## src/rtl/fsk_pkg.sv

```systemverilog
package fsk_pkg;

    typedef enum logic {
        STD_FIRST  = 1'b0,
        STD_SECOND = 1'b1
    } fsk_std_e;

    typedef enum logic {
        DIR_ORIG = 1'b0,
        DIR_ANS  = 1'b1
    } fsk_dir_e;

    typedef struct packed {
        fsk_std_e std;
        fsk_dir_e dir;
        logic     mark;
    } tone_sel_t;

    localparam int TONE_CNT = 8;

    // Carrier frequency in Hz for a {standard, direction, mark} index.
    function automatic int tone_hz(input int idx);
        case (idx)
            0: return 1070;   // first std, originate, space
            1: return 1270;   // first std, originate, mark
            2: return 2025;   // first std, answer, space
            3: return 2225;   // first std, answer, mark
            4: return 1180;   // second std, originate, space
            5: return 980;    // second std, originate, mark
            6: return 1850;   // second std, answer, space
            default: return 1650; // second std, answer, mark
        endcase
    endfunction

    // Rounded phase increment: hz * 2^w / fs.
    function automatic longint tuning_word(input int hz, input int fs, input int w);
        longint num;
        num = longint'(hz) << w;
        return (num + longint'(fs / 2)) / longint'(fs);
    endfunction

    // Quarter-wave sine magnitude at half-step offset, rational approximation.
    function automatic int qsine(input int k, input int aw, input int amp);
        longint p, th, x, num, den;
        p   = longint'(1) << (aw + 3);          // angle units of a half turn
        th  = longint'(4 * k + 2);
        x   = th * (p - th);
        num = 16 * x;
        den = 5 * p * p - 4 * x;
        return int'((longint'(amp) * num * 2 + den) / (2 * den));
    endfunction

endpackage

```

## src/rtl/fsk_tune_sel.sv

```systemverilog
module fsk_tune_sel
    import fsk_pkg::*;
#(
    parameter int PHASE_W = 24,
    parameter int FS_HZ   = 9600
) (
    input  tone_sel_t          sel,
    output logic [PHASE_W-1:0] tw
);

    logic [PHASE_W-1:0] tw_tab [TONE_CNT];

    generate
        for (genvar i = 0; i < TONE_CNT; i++) begin : g_tab
            localparam longint TWL = tuning_word(tone_hz(i), FS_HZ, PHASE_W);
            assign tw_tab[i] = TWL[PHASE_W-1:0];
        end
    endgenerate

    assign tw = tw_tab[3'(sel)];

    // Every tone stays below half the sample rate (R2..R5 need clean tones)
    always_comb begin
        p_nyquist_r2: assert (tw != '0 && tw[PHASE_W-1] == 1'b0);
    end

endmodule

```

## src/rtl/fsk_phase_acc.sv

```systemverilog
module fsk_phase_acc #(
    parameter int PHASE_W = 24,
    parameter int TOP_W   = 8
) (
    input  logic               clk,
    input  logic               rst,
    input  logic               smp_en,
    input  logic               tx_en,
    input  logic [PHASE_W-1:0] tw,
    output logic [TOP_W-1:0]   phase_top
);

    logic [PHASE_W-1:0] acc_q;

    always_ff @(posedge clk) begin
        if (rst || !tx_en) begin
            acc_q <= '0;
        end else if (smp_en) begin
            acc_q <= acc_q + tw;
        end
    end

    assign phase_top = acc_q[PHASE_W-1 -: TOP_W];

    p_clear_r9: assert property (@(posedge clk) disable iff (rst)
        !tx_en |=> phase_top == '0);

    p_phase_hold_r6: assert property (@(posedge clk) disable iff (rst)
        (tx_en && !smp_en) |=> $stable(phase_top));

endmodule

```

## src/rtl/fsk_sine_gen.sv

```systemverilog
module fsk_sine_gen
    import fsk_pkg::*;
#(
    parameter int LUT_AW   = 6,
    parameter int SAMPLE_W = 8
) (
    input  logic                       clk,
    input  logic                       rst,
    input  logic                       smp_en,
    input  logic                       tx_en,
    input  logic [LUT_AW+1:0]          phase_top,
    output logic signed [SAMPLE_W-1:0] sample_o
);

    localparam int LUT_N = 1 << LUT_AW;
    localparam int AMP   = (1 << (SAMPLE_W - 1)) - 1;

    logic [SAMPLE_W-2:0] lut [LUT_N];

    generate
        for (genvar i = 0; i < LUT_N; i++) begin : g_lut
            localparam int V = qsine(i, LUT_AW, AMP);
            assign lut[i] = V[SAMPLE_W-2:0];
        end
    endgenerate

    logic [1:0]                 quad;
    logic [LUT_AW-1:0]          addr;
    logic [LUT_AW-1:0]          addr_f;
    logic [SAMPLE_W-1:0]        mag;
    logic signed [SAMPLE_W-1:0] folded;
    logic signed [SAMPLE_W-1:0] sample_q;

    always_comb begin
        quad   = phase_top[LUT_AW+1 -: 2];
        addr   = phase_top[LUT_AW-1:0];
        addr_f = quad[0] ? ~addr : addr;
        mag    = {1'b0, lut[addr_f]};
        folded = quad[1] ? -$signed(mag) : $signed(mag);
    end

    always_ff @(posedge clk) begin
        if (rst || !tx_en) begin
            sample_q <= '0;
        end else if (smp_en) begin
            sample_q <= folded;
        end
    end

    assign sample_o = sample_q;

    p_no_min_r8: assert property (@(posedge clk) disable iff (rst)
        sample_q != {1'b1, {(SAMPLE_W-1){1'b0}}});

endmodule

```

## src/rtl/fsk_tone_mod.sv

```systemverilog
module fsk_tone_mod
    import fsk_pkg::*;
#(
    parameter int PHASE_W  = 24,
    parameter int FS_HZ    = 9600,
    parameter int LUT_AW   = 6,
    parameter int SAMPLE_W = 8
) (
    input  logic                       clk,
    input  logic                       rst,
    input  logic                       smp_en,
    input  logic                       tx_en,
    input  logic                       tx_bit,
    input  logic                       std_sel,
    input  logic                       ans_sel,
    output logic signed [SAMPLE_W-1:0] sample_o
);

    localparam int TOP_W = LUT_AW + 2;

    tone_sel_t          sel;
    logic [PHASE_W-1:0] tw;
    logic [TOP_W-1:0]   phase_top;

    always_comb begin
        sel.std  = fsk_std_e'(std_sel);
        sel.dir  = fsk_dir_e'(ans_sel);
        sel.mark = tx_bit;
    end

    fsk_tune_sel #(.PHASE_W(PHASE_W), .FS_HZ(FS_HZ)) u_tune (
        .sel (sel),
        .tw  (tw)
    );

    fsk_phase_acc #(.PHASE_W(PHASE_W), .TOP_W(TOP_W)) u_acc (
        .clk       (clk),
        .rst       (rst),
        .smp_en    (smp_en),
        .tx_en     (tx_en),
        .tw        (tw),
        .phase_top (phase_top)
    );

    fsk_sine_gen #(.LUT_AW(LUT_AW), .SAMPLE_W(SAMPLE_W)) u_sine (
        .clk       (clk),
        .rst       (rst),
        .smp_en    (smp_en),
        .tx_en     (tx_en),
        .phase_top (phase_top),
        .sample_o  (sample_o)
    );

    p_idle_zero_r9: assert property (@(posedge clk) disable iff (rst)
        !tx_en |=> sample_o == '0);

    p_sample_hold_r6: assert property (@(posedge clk) disable iff (rst)
        (tx_en && !smp_en) |=> $stable(sample_o));

    p_sign_r8: assert property (@(posedge clk) disable iff (rst)
        (tx_en && smp_en) |=> sample_o[SAMPLE_W-1] == $past(phase_top[TOP_W-1]));

endmodule

```

## config.mk

```make
export PLATFORM = sky130hd
export DESIGN_NAME = fsk_tone_mod
export DESIGN_NICKNAME = d
export VERILOG_FILES = /design/src/rtl/fsk_pkg.sv /design/src/rtl/fsk_tune_sel.sv /design/src/rtl/fsk_phase_acc.sv /design/src/rtl/fsk_sine_gen.sv /design/src/rtl/fsk_tone_mod.sv
export SDC_FILE = /design/constraint.sdc
export NUM_CORES = 1
export LEC_CHECK = 0
export ABC_AREA = 0
export BUFFER_PORTS_ARGS = -buffer_cell sky130_fd_sc_hd__buf_2
export CAP_MARGIN = 0
export CORE_MARGIN = 3
export CORE_UTILIZATION = 40
export DETAILED_ROUTE_END_ITERATION = 8
export GPL_TIMING_DRIVEN = 0
export PLACE_DENSITY = 0.59
export SKIP_CTS_REPAIR_TIMING = 1
export SLEW_MARGIN = 0
export SYNTH_ARGS = -nofsm -noshare
export SYNTH_HDL_FRONTEND = slang
export SYNTH_SLANG_ARGS = --single-unit
```

## constraint.sdc

```tcl
create_clock -name clk -period 4.2 [get_ports clk]
set_input_delay 0.84 -clock clk [delete_from_list [all_inputs] [get_ports clk]]
set_output_delay 0.84 -clock clk [all_outputs]
set_load 0.01 [all_outputs]
```

## Word-level counts from Yosys, hierarchy flattened

Memories as Yosys holds them, arrays and structs flattened.
Index checks and enable logic that the tools add are counted.

- Register bits: 32
- ROM bits: 640
- Memories: 2

Memories:

| name | depth | bits a word | rd ports | clocked after memory_dff | write ports | RTL line | text |
|---|---|---|---|---|---|---|---|
| (no name shown) | 64 | 7 | 1 | 0 | 0 | fsk_sine_gen.sv:38 | `mag = {1'b0, lut[addr_f]};` |
| (no name shown) | 8 | 24 | 1 | 0 | 0 | fsk_tune_sel.sv:20 | `assign tw = tw_tab[3'(sel)];` |

- Add/sub/neg operators: 2
- Magnitude comparators: 2
- Multiplexer cells: 6
- Bitwise operators: 3
- Reductions and logical operators: 2

Operator list:

| kind | count |
|---|---|
| $mux W24 | 2 |
| $add A24 B24 Y24 | 1 |
| $mux W7 | 2 |
| $mux W8 | 1 |
| $neg A7 Y8 | 1 |
| $ge A7 B7 Y1 const B | 1 |
| $not A6 Y7 | 1 |
| $mux W6 | 1 |
| $not A6 Y6 | 1 |
| $ge A4 B4 Y1 const B | 1 |
| $not A3 Y4 | 1 |
| $logic_not A1 Y1 | 1 |
| $logic_or A1 B1 Y1 | 1 |

## Depth between registers and ports, before layout

Gate-level depths: netlist (run 1).

- Word-level depth: 8
- Depth in mapped cells: 18
- Depth with buffers taken out: 15

## Modules after synthesis

From an unflattened synthesis (run 1), not the netlist that was laid out.

- Cell total of the unflattened synthesis: 577
- Area, all modules: 4420.5 µm²

By module, submodules not included:

| module | times used | cells an instance | area an instance (µm²) | sequential area each (µm²) |
|---|---|---|---|---|
| fsk_phase_acc | 1 | 272 | 2179.6 | 480.5 |
| fsk_sine_gen | 1 | 265 | 1923.1 | 160.2 |
| fsk_tune_sel | 1 | 40 | 317.8 | 0.0 |

## Worst setup path before layout (run 1)

Ideal clock, no wire load.

- Kind: input port to flip-flop
- Start point: input ans_sel
- End point: register u_acc.acc_q[12]
- Setup time: 62 ps
- Arrival time: 3540 ps
- Required time: 4138 ps
- Slack: 597 ps
- Stages on the path: 13
- Cell sequence: inv_1 ha_1 nor2_1 a21oi_1 ha_1 nor2b_1 o21a_1 o21ai_0 a21oi_1 nor3_1 nor4_1 or4_1 nand3_1

- Longest elaborated chain between the ends: 5

RTL lines:

| what | RTL line | text |
|---|---|---|
| start: declaration | fsk_tone_mod.sv:15 | `input logic ans_sel,` |
| $not A3 Y4 (not written as such) | fsk_tune_sel.sv:20 |  |
| $mem_v2 Z8 W24 | n/a |  |
| $mux W24 (not written as such) (2 in series) | fsk_tune_sel.sv:20 |  |
| $add A24 B24 Y24 | fsk_phase_acc.sv:19 | `acc_q <= acc_q + tw;` |
| end signal: assignment | fsk_phase_acc.sv:19 |  |
| end: declaration | fsk_phase_acc.sv:13 | `logic [PHASE_W-1:0] acc_q;` |

No other way between the ends. The select of a mux whose other input is x is not followed.
A chain may end at the register's enable or synchronous reset.

## Worst setup path in the final report (run 1)

- Start point: register u_acc.acc_q[22]
- End point: register u_sine.sample_q[7], in the netlist u_sine.sample_o[7]

- Longest elaborated chain between the ends: 7

RTL lines:

| what | RTL line | text |
|---|---|---|
| $mux W6 | fsk_sine_gen.sv:37 | `addr_f = quad[0] ? ~addr : addr;` |
| $not A6 Y7 (not written as such) | fsk_sine_gen.sv:38 |  |
| $mem_v2 Z64 W7 | n/a |  |
| $mux W7 (not written as such) (2 in series) | fsk_sine_gen.sv:38 |  |
| $neg A7 Y8 | fsk_sine_gen.sv:39 | `folded = quad[1] ? -$signed(mag) : $signed(mag);` |
| $mux W8 | fsk_sine_gen.sv:39 |  |
| end signal: assignment | fsk_sine_gen.sv:46 | `sample_q <= folded;` |
| end: declaration | fsk_sine_gen.sv:32 | `logic signed [SAMPLE_W-1:0] sample_q;` |

No other way between the ends. The select of a mux whose other input is x is not followed.

==> results of run 1 <==
## state kept, by name, indices dropped and copies added (netlist names)
| signal | count |
|---|---|
| u_sine.sample_o | 8 |
| u_acc.acc_q | 24 |
## critical path, delay by kind of cell (launching register included)
| family | cells | cell delay, ns |
|---|---|---|
| AOI/OAI and AO/OA | 2 | 0.31 |
| xor gates and xnor gates | 1 | 0.19 |
| adders and majority gates | 1 | 0.31 |
| buffers and inverters | 4 | 0.89 |
| DFF | 1 | 0.46 |
| muxes | 1 | 0.46 |
| and+or+nand+nor | 4 | 1.26 |
## power by group
part           internal (W)  switching, W  total, W
logic              0.000165      0.000257  0.000422
registers          0.000317     0.0000119  0.000329
clock network      0.000131      0.000121  0.000251
total              0.000613      0.000389   0.00100
## path summary, 6_finish.rpt
| kind | start | depth (start not counted) | slack, ns | to |
|---|---|---|---|---|
| setup / recovery | u_acc.acc_q[22] | 13 | 0.19 | u_sine.sample_o[7] |
| hold / removal | u_sine.sample_o[7] | 2 | 0.46 | u_sine.sample_o[7] |
| setup reg to reg | u_acc.acc_q[22] | 13 | 0.19 | u_sine.sample_o[7] |
| hold reg to reg | u_sine.sample_o[7] | 2 | 0.46 | u_sine.sample_o[7] |
## logic make-up (layout without fill, tap and decap cells)
logic type | after synthesis | count (layout) | synth area share (%)
adder cells (fa/ha/maj) | 42 | 42 | 13.8
XOR/XNOR | 21 | 21 | 4.75
AO/OA/AOI/OAI | 179 | 179 | 30.4
multiplexers | 15 | 15 | 4.23
AND/OR/NAND/NOR | 173 | 173 | 23.7
buffers and inverters | 55 | 77 | 6.66
flip-flops | 32 | 32 | 16.5
## final cells by class
cell class / count / area, µm² / area share (%)
Buffer: 36 / 186 / 4.40
Inverter: 19 / 71.3 / 1.68
Sequential cell: 32 / 641 / 15.1
Tap cell: 129 / 161 / 3.81
Clock buffer: 6 / 82.6 / 1.95
Clock inverter: 2 / 10.0 / 0.236
Timing Repair Buffer: 14 / 70.1 / 1.65
Multi-Input combinational cell: 430 / 3020 / 71.2
## layer usage
metal  up-vias  wire length (µm)  GRT usage (%)
met5         -                 0              0
met4         0               305           7.41
met3        29               784           2.86
met1      1847              5250           29.1
li1       1951                 -              -
met2       163              5210           33.3
## placed cells by master (no fill, tap or decap), types with 5 or more instances in the layout
cell type / count
ha_1: 41
nand2_1: 41
nand2b_1: 17
mux2i_1: 13
o21ai_0: 39
buf_2: 25
nor2_1: 38
nor3b_1: 6
nor2b_1: 13
nand3_1: 9
inv_1: 16
clkbuf_1: 14
o221ai_1: 5
xor2_1: 5
a21oi_1: 42
xnor2_1: 14
or3_1: 6
a211oi_1: 10
a21o_1: 19
dfxtp_1: 32
buf_4: 6
o21a_1: 5
a31oi_1: 9
and2_1: 5
nor3_1: 13
clkbuf_8: 6
## metrics by stage
step	hold WS [ns]	instance area [µm²]	std cells
after floorplan	0.432	3870	517
after global placement	0.447	4100	660
after detailed placement	0.453	4100	660
after CTS	0.464	4200	668
after global routing	0.490	4240	668
final	0.459	4240	668
==> results_tabular.tex, run 1 <==
\begin{tabular}{lr}
\hline
Metric & Value \\
\hline
\multicolumn{2}{l}{\textbf{Outcome}} \\
Result of the run & finished, final reports clean \\
\multicolumn{2}{l}{\textbf{Critical path}} \\
Maximum fanout along the worst path & 10 \\
Critical path's slowest cell & or4\_4 \\
Element type at the critical path start & register \\
Most common cell on crit path & buf\_2 \\
CP Data Arrival Time & roughly 4.2 ns \\
CP Cell Sequence & buf\_2 -> buf\_2 -> xor2\_2 -> inv\_1 -> ha\_1 -> inv\_2 -> mux4\_2 -> nor4b\_4 -> a41o\_1 -> or4\_4 -> or4\_1 -> nand3\_1 -> a21oi\_1 \\
Largest stage delay on the critical path & between 0.5 and 0.6 ns \\
Element type at the critical path end & register \\
Setup CP Type & reg -> reg \\
Required time of the critical path & 4.36 ns \\
\multicolumn{2}{l}{\textbf{Drt}} \\
Post-DRT Antenna Nets & 0 \\
Routed length per instance & between 15 and 20 µm \\
Initial detailed-routing violation count & about 340 \\
Via count & roughly 4.0k \\
Detailed-route wire length & about 12000 µm \\
Via density per instance & $\sim$6 \\
Total DRC errors in the routed layout & 0 \\
Pre-antenna DRT Iters & 5 \\
\multicolumn{2}{l}{\textbf{Yosys}} \\
Post-synthesis instance area & 0.00387 mm² \\
Fraction of the yosys area taken by sequential cells & between 10\% and 20\% \\
Synth warn & 0 \\
Number of enable-type register cells in the synthesized netlist & 0 \\
List of most frequent post-synthesis cells & 43 x a21oi\_1, 41 x ha\_1, 41 x nand2\_1, 40 x o21ai\_0, 38 x nor2\_1 \\
Nets in the synthesized netlist & 566 \\
Synth Register Bits & 32 \\
Area share of the largest cell type after synthesis & between 10\% and 20\% \\
Number of distinct library cells after synthesis & 66 \\
Synth Area per Inst & between 7 and 8 µm² \\
Most frequent cell after synthesis & a21oi\_1 \\
Most area-consuming cells after synthesis & dfxtp\_1 17\%, ha\_1 13\%, a21oi\_1 5.6\% \\
Fraction of registers with async set or reset after synthesis & 0\% \\
Cell type with the largest total area after synthesis & dfxtp\_1 \\
Synth Flop Type & dfxtp\_1 \\
Synthesized instance count & 517 \\
\multicolumn{2}{l}{\textbf{Timing}} \\
Sum of negative setup slack & 0 ns \\
Setup repair after global routing missed its margin & yes \\
Fin crit period & about 4 ns \\
Clock skew & $\sim$0.0069 ns \\
Actual slew at the worst max-slew pin & $\sim$0.88 ns \\
Slew HR & about two fifths \\
Final Hold Viols & 0 \\
Total of endpoints with negative setup slack in the final report & 0 \\
Final Max Slew Viols & 0 \\
Achievable Freq & 250 MHz \\
Fin crit share & approximately 95\% \\
Worst Setup Slack, final & slightly below 0.2 ns \\
\multicolumn{2}{l}{\textbf{Pwr}} \\
Total power per unit cell area & approximately 240 mW/mm² \\
Total leakage power & approximately 1.8 nW \\
Worst IR drop on VDD & about 0.15 mV \\
Total Power Consumption & $\sim$0.001 W \\
\multicolumn{2}{l}{\textbf{Clocking}} \\
Worst-case clock buffer depth & 2 \\
Clock tree from TritonCTS & done \\
Latest clock arrival within the worst-skew pair & roughly 0.29 ns \\
Clock slew at the register clock pins of the worst setup and hold paths & $\sim$0.07 ns \\
Clock tree root driver cell & clkbuf\_8 \\
Number of buffers inserted during clock tree synthesis & 5 \\
Num Clock Sinks & 32 \\
Depth of the CTS H-tree & 2 \\
\multicolumn{2}{l}{\textbf{Worst hold path}} \\
Worst Hold Class & reg -> reg \\
\multicolumn{2}{l}{\textbf{Floorplanning}} \\
Top-Level Pins & 15 \\
Total number of placement rows & 35 \\
Die height & between 100 and 150 µm \\
Horizontal die dimension & 104 µm \\
Core region area & around 0.0093 mm² \\
Effective utilization at floorplan & between 40\% and 50\% \\
Total die area & between 0.01 and 0.015 mm² \\
\multicolumn{2}{l}{\textbf{Place}} \\
Detailed Place HPWL & approximately 8600 µm \\
Final weighted congestion in routability-driven placement & approximately 0.94 \\
Port Buf Inserts & 14 \\
Pre-CTS setup slack & -0.613 ns \\
\multicolumn{2}{l}{\textbf{Global route}} \\
Vias in the first global route & between 3k and 4k \\
Initial antenna violation count & 0 \\
Total congestion overflow & 0 \\
Overall fraction of global-route tracks in use & between 20\% and 30\% \\
Global-route wire length before repair & between 15000 and 20000 µm \\
Largest net degree at the start of global routing & 11 \\
\multicolumn{2}{l}{\textbf{Finish}} \\
Fillcell total & between 900 and 1k \\
Area grow syn2layout & 9.53\% \\
Number of inserted diodes & 0 \\
Net count, final & 587 \\
Utilization after layout & 45.5\% \\
Ratio of cells with drive above 1 in the final layout & 10.6\% \\
\multicolumn{2}{l}{\textbf{Flow run}} \\
Max-cap violations & 0 \\
\hline
\end{tabular}
Power figures use the tool's default switching activity.
==> run 2, diff against run 1 <==
--- a/config.mk
+++ b/config.mk
@@ -9,11 +9,12 @@
 export BUFFER_PORTS_ARGS = -buffer_cell sky130_fd_sc_hd__buf_2
 export CAP_MARGIN = 0
 export CORE_MARGIN = 3
-export CORE_UTILIZATION = 40
+export CORE_UTILIZATION = 50
 export DETAILED_ROUTE_END_ITERATION = 8
 export GPL_TIMING_DRIVEN = 0
-export PLACE_DENSITY = 0.59
+export PLACE_DENSITY = 0.7
 export SKIP_CTS_REPAIR_TIMING = 1
+export SKIP_LAST_GASP = 1
 export SLEW_MARGIN = 0
 export SYNTH_ARGS = -nofsm -noshare
 export SYNTH_HDL_FRONTEND = slang
==> results_tabular.tex, run 2 (same netlist as run 1, synthesis figures left out) <==
\begin{tabular}{lr}
\hline
Metric & Value \\
\hline
\multicolumn{2}{l}{\textbf{Place}} \\
Pre-CTS setup slack & -0.423 ns (was -0.613 ns) \\
Port Buf Inserts & 14 (unchanged) \\
Final weighted congestion in routability-driven placement & 0.984 (was 0.936) \\
Detailed Place HPWL & 8300 µm (was 8600 µm) \\
Area post-placement & 0.00407 mm² (was 0.00410 mm²) \\
\multicolumn{2}{l}{\textbf{Critical path}} \\
Crit Reg-Reg Endpoint & u\_sine.sample\_o[7] (unchanged) \\
Element type at the critical path end & register (unchanged) \\
Maximum fanout along the worst path & 8 (was 10) \\
Setup CP Type & in -> reg (was reg -> reg) \\
R2r startpoint & u\_acc.acc\_q[22] (unchanged) \\
CP Data Arrival Time & 4.19 ns (was 4.16 ns) \\
Element type at the critical path start & input port (was register) \\
Required time of the critical path & 4.43 ns (was 4.36 ns) \\
Reg2reg path depth & 13 (unchanged) \\
Register-to-Register Setup Slack & 0.25 ns (was 0.19 ns) \\
\multicolumn{2}{l}{\textbf{Finish}} \\
Utilization after layout & 57.0\% (was 45.5\%) \\
Commonest non-fill, non-tap cells in the layout & 42 x a21oi\_1, 41 x nand2\_1, 41 x ha\_1 (unchanged) \\
Area grow syn2layout & 8.50\% (was 9.53\%) \\
Final std cell area, no fill & 0.00420 mm² (was 0.00424 mm²) \\
Ratio of cells with drive above 1 in the final layout & 10.6\% (unchanged) \\
Fillcell total & 703 (was 965) \\
Number of inserted diodes & 0 (unchanged) \\
Net count, final & 587 (unchanged) \\
Leading cell type in the layout, fill and taps excluded & a21oi\_1 (unchanged) \\
Register containing the most flip-flops in the final layout & u\_acc.acc\_q (unchanged) \\
Number of flip-flops under the largest register name & 24 (unchanged) \\
\multicolumn{2}{l}{\textbf{Pwr}} \\
Total Power Consumption & 0.000995 W (was 0.00100 W) \\
Total power per unit cell area & 237 mW/mm² (was 236 mW/mm²) \\
Worst IR drop on VDD & 0.137 mV (was 0.153 mV) \\
Total leakage power & 1.76 nW (about the same) \\
\multicolumn{2}{l}{\textbf{Floorplanning}} \\
Die height & 94.0 µm (was 104 µm) \\
Total number of placement rows & 31 (was 35) \\
Top-Level Pins & 15 (unchanged) \\
Total die area & 0.00883 mm² (was 0.0109 mm²) \\
Effective utilization at floorplan & 52.5\% (was 41.5\%) \\
Horizontal die dimension & 94.0 µm (was 104 µm) \\
Core region area & 0.00737 mm² (was 0.00933 mm²) \\
\multicolumn{2}{l}{\textbf{Worst hold path}} \\
Hold-critical path depth & 2 (unchanged) \\
Hold Crit Endpoint & u\_sine.sample\_o[7] (unchanged) \\
Worst Hold Class & reg -> reg (unchanged) \\
Hold Path Origin & u\_sine.sample\_o[7] (unchanged) \\
\multicolumn{2}{l}{\textbf{Timing}} \\
Fin crit share & 94.4\% (was 95.4\%) \\
Achievable Freq & 252 MHz (was 250 MHz) \\
Final Hold Viols & 0 (unchanged) \\
Clock skew & 0.0106 ns (was 0.00685 ns) \\
Actual slew at the worst max-slew pin & 0.823 ns (was 0.882 ns) \\
Sum of negative setup slack & 0 ns (unchanged) \\
Worst Setup Slack, final & 0.236 ns (was 0.193 ns) \\
Setup repair after global routing missed its margin & yes (unchanged) \\
Final Max Slew Viols & 0 (unchanged) \\
Slew HR & 44.9\% (was 41.0\%) \\
Fin crit period & 3.96 ns (was 4.01 ns) \\
Total of endpoints with negative setup slack in the final report & 0 (unchanged) \\
\multicolumn{2}{l}{\textbf{Drt}} \\
Initial detailed-routing violation count & 448 (was 344) \\
Via count & 4082 (was 3990) \\
Post-DRT Antenna Nets & 0 (unchanged) \\
Pre-antenna DRT Iters & 5 (unchanged) \\
Detailed-route wire length & 11300 µm (was 11600 µm) \\
Routed length per instance & 17.7 µm (was 17.3 µm) \\
Total DRC errors in the routed layout & 0 (unchanged) \\
Via density per instance & 6.40 (was 5.97) \\
\multicolumn{2}{l}{\textbf{Global route}} \\
Initial antenna violation count & 0 (unchanged) \\
Total congestion overflow & 0 (unchanged) \\
Global-route wire length before repair & 18800 µm (was 19000 µm) \\
Largest net degree at the start of global routing & 12 (was 11) \\
Vias in the first global route & 3809 (was 3796) \\
Overall fraction of global-route tracks in use & 26.4\% (was 21.0\%) \\
\multicolumn{2}{l}{\textbf{Clocking}} \\
Number of buffers inserted during clock tree synthesis & 5 (unchanged) \\
Latest clock arrival within the worst-skew pair & 0.29 ns (about the same) \\
Clock tree from TritonCTS & done (unchanged) \\
Depth of the CTS H-tree & 2 (unchanged) \\
Num Clock Sinks & 32 (unchanged) \\
Worst-case clock buffer depth & 2 (unchanged) \\
Clock tree root driver cell & clkbuf\_8 (unchanged) \\
Clock slew at the register clock pins of the worst setup and hold paths & 0.08 ns (was 0.07 ns) \\
\multicolumn{2}{l}{\textbf{Outcome}} \\
Result of the run & finished, final reports clean (unchanged) \\
\multicolumn{2}{l}{\textbf{Flow run}} \\
Max-cap violations & 0 (unchanged) \\
\hline
\end{tabular}
run 2: cell types whose count changed in the layout (fill, tap and decap cells not counted):
cell,delta
clkbuf_8,-1
clkbuf_4,+1
buf_2,-1
clkinv_4,+1
run 2: cell type report:
cell class / instances / area [µm²] / area share [%]
multi-input combinational: 430 / 3020 / 71.8
inverter: 19 / 71.3 / 1.70
timing repair buffer: 14 / 70.1 / 1.67
clock buffer: 5 / 68.8 / 1.64
tap: 99 / 124 / 2.95
sequential: 32 / 641 / 15.3
clock inverter: 3 / 18.8 / 0.447
buffer: 36 / 189 / 4.50
run 2: worst max-delay path, stage by stage:
cell and delay, ns:
buf_2 0.13, inv_1 0.20, ha_1 0.21, nor2_1 0.07
a21oi_2 0.44, ha_1 0.37, nor2b_1 0.16, o21a_1 0.18
o21ai_0 0.35, a21oi_1 0.20, nor3_1 0.31, nor4_1 0.13
or4_1 0.52, nand3_1 0.08
run 2: per-layer routing:
metal	vias to the layer above	track usage [%]	part of all wire, %
li1	1946	-	-
met5	-	0	0
met2	213	40.6	43
met3	30	4.01	8.5
met1	1893	38.1	46
met4	0	7.58	2.2
run 2: report_power, final:
group	leakage, nW	switching (W)	internal, W
Combinational	1.45	0.000254	0.000165
Clock	0.0479	0.000131	0.000116
Sequential	0.260	0.0000124	0.000317
run 2: worst max-delay path by stage:
| stage | start | endpoint | slack, ns |
|---|---|---|---|
| global placement | ans_sel | u_acc.acc_q[23] | -0.38 |
| detailed placement | ans_sel | u_acc.acc_q[23] | -0.42 |
| finish | ans_sel | u_acc.acc_q[12] | 0.24 |
| CTS | ans_sel | u_acc.acc_q[23] | -0.13 |
| global route | std_sel | u_acc.acc_q[23] | -0.05 |
| floorplan | ans_sel | u_acc.acc_q[12] | 0.60 |
run 2: metrics by stage:
step           hold slack [ns]  instances
6_report                 0.461        638
5_1_grt                  0.492        638
4_1_cts                  0.467        638
3_5_place_dp             0.455        630
3_3_place_gp             0.449        630
2_1_floorplan            0.432        517
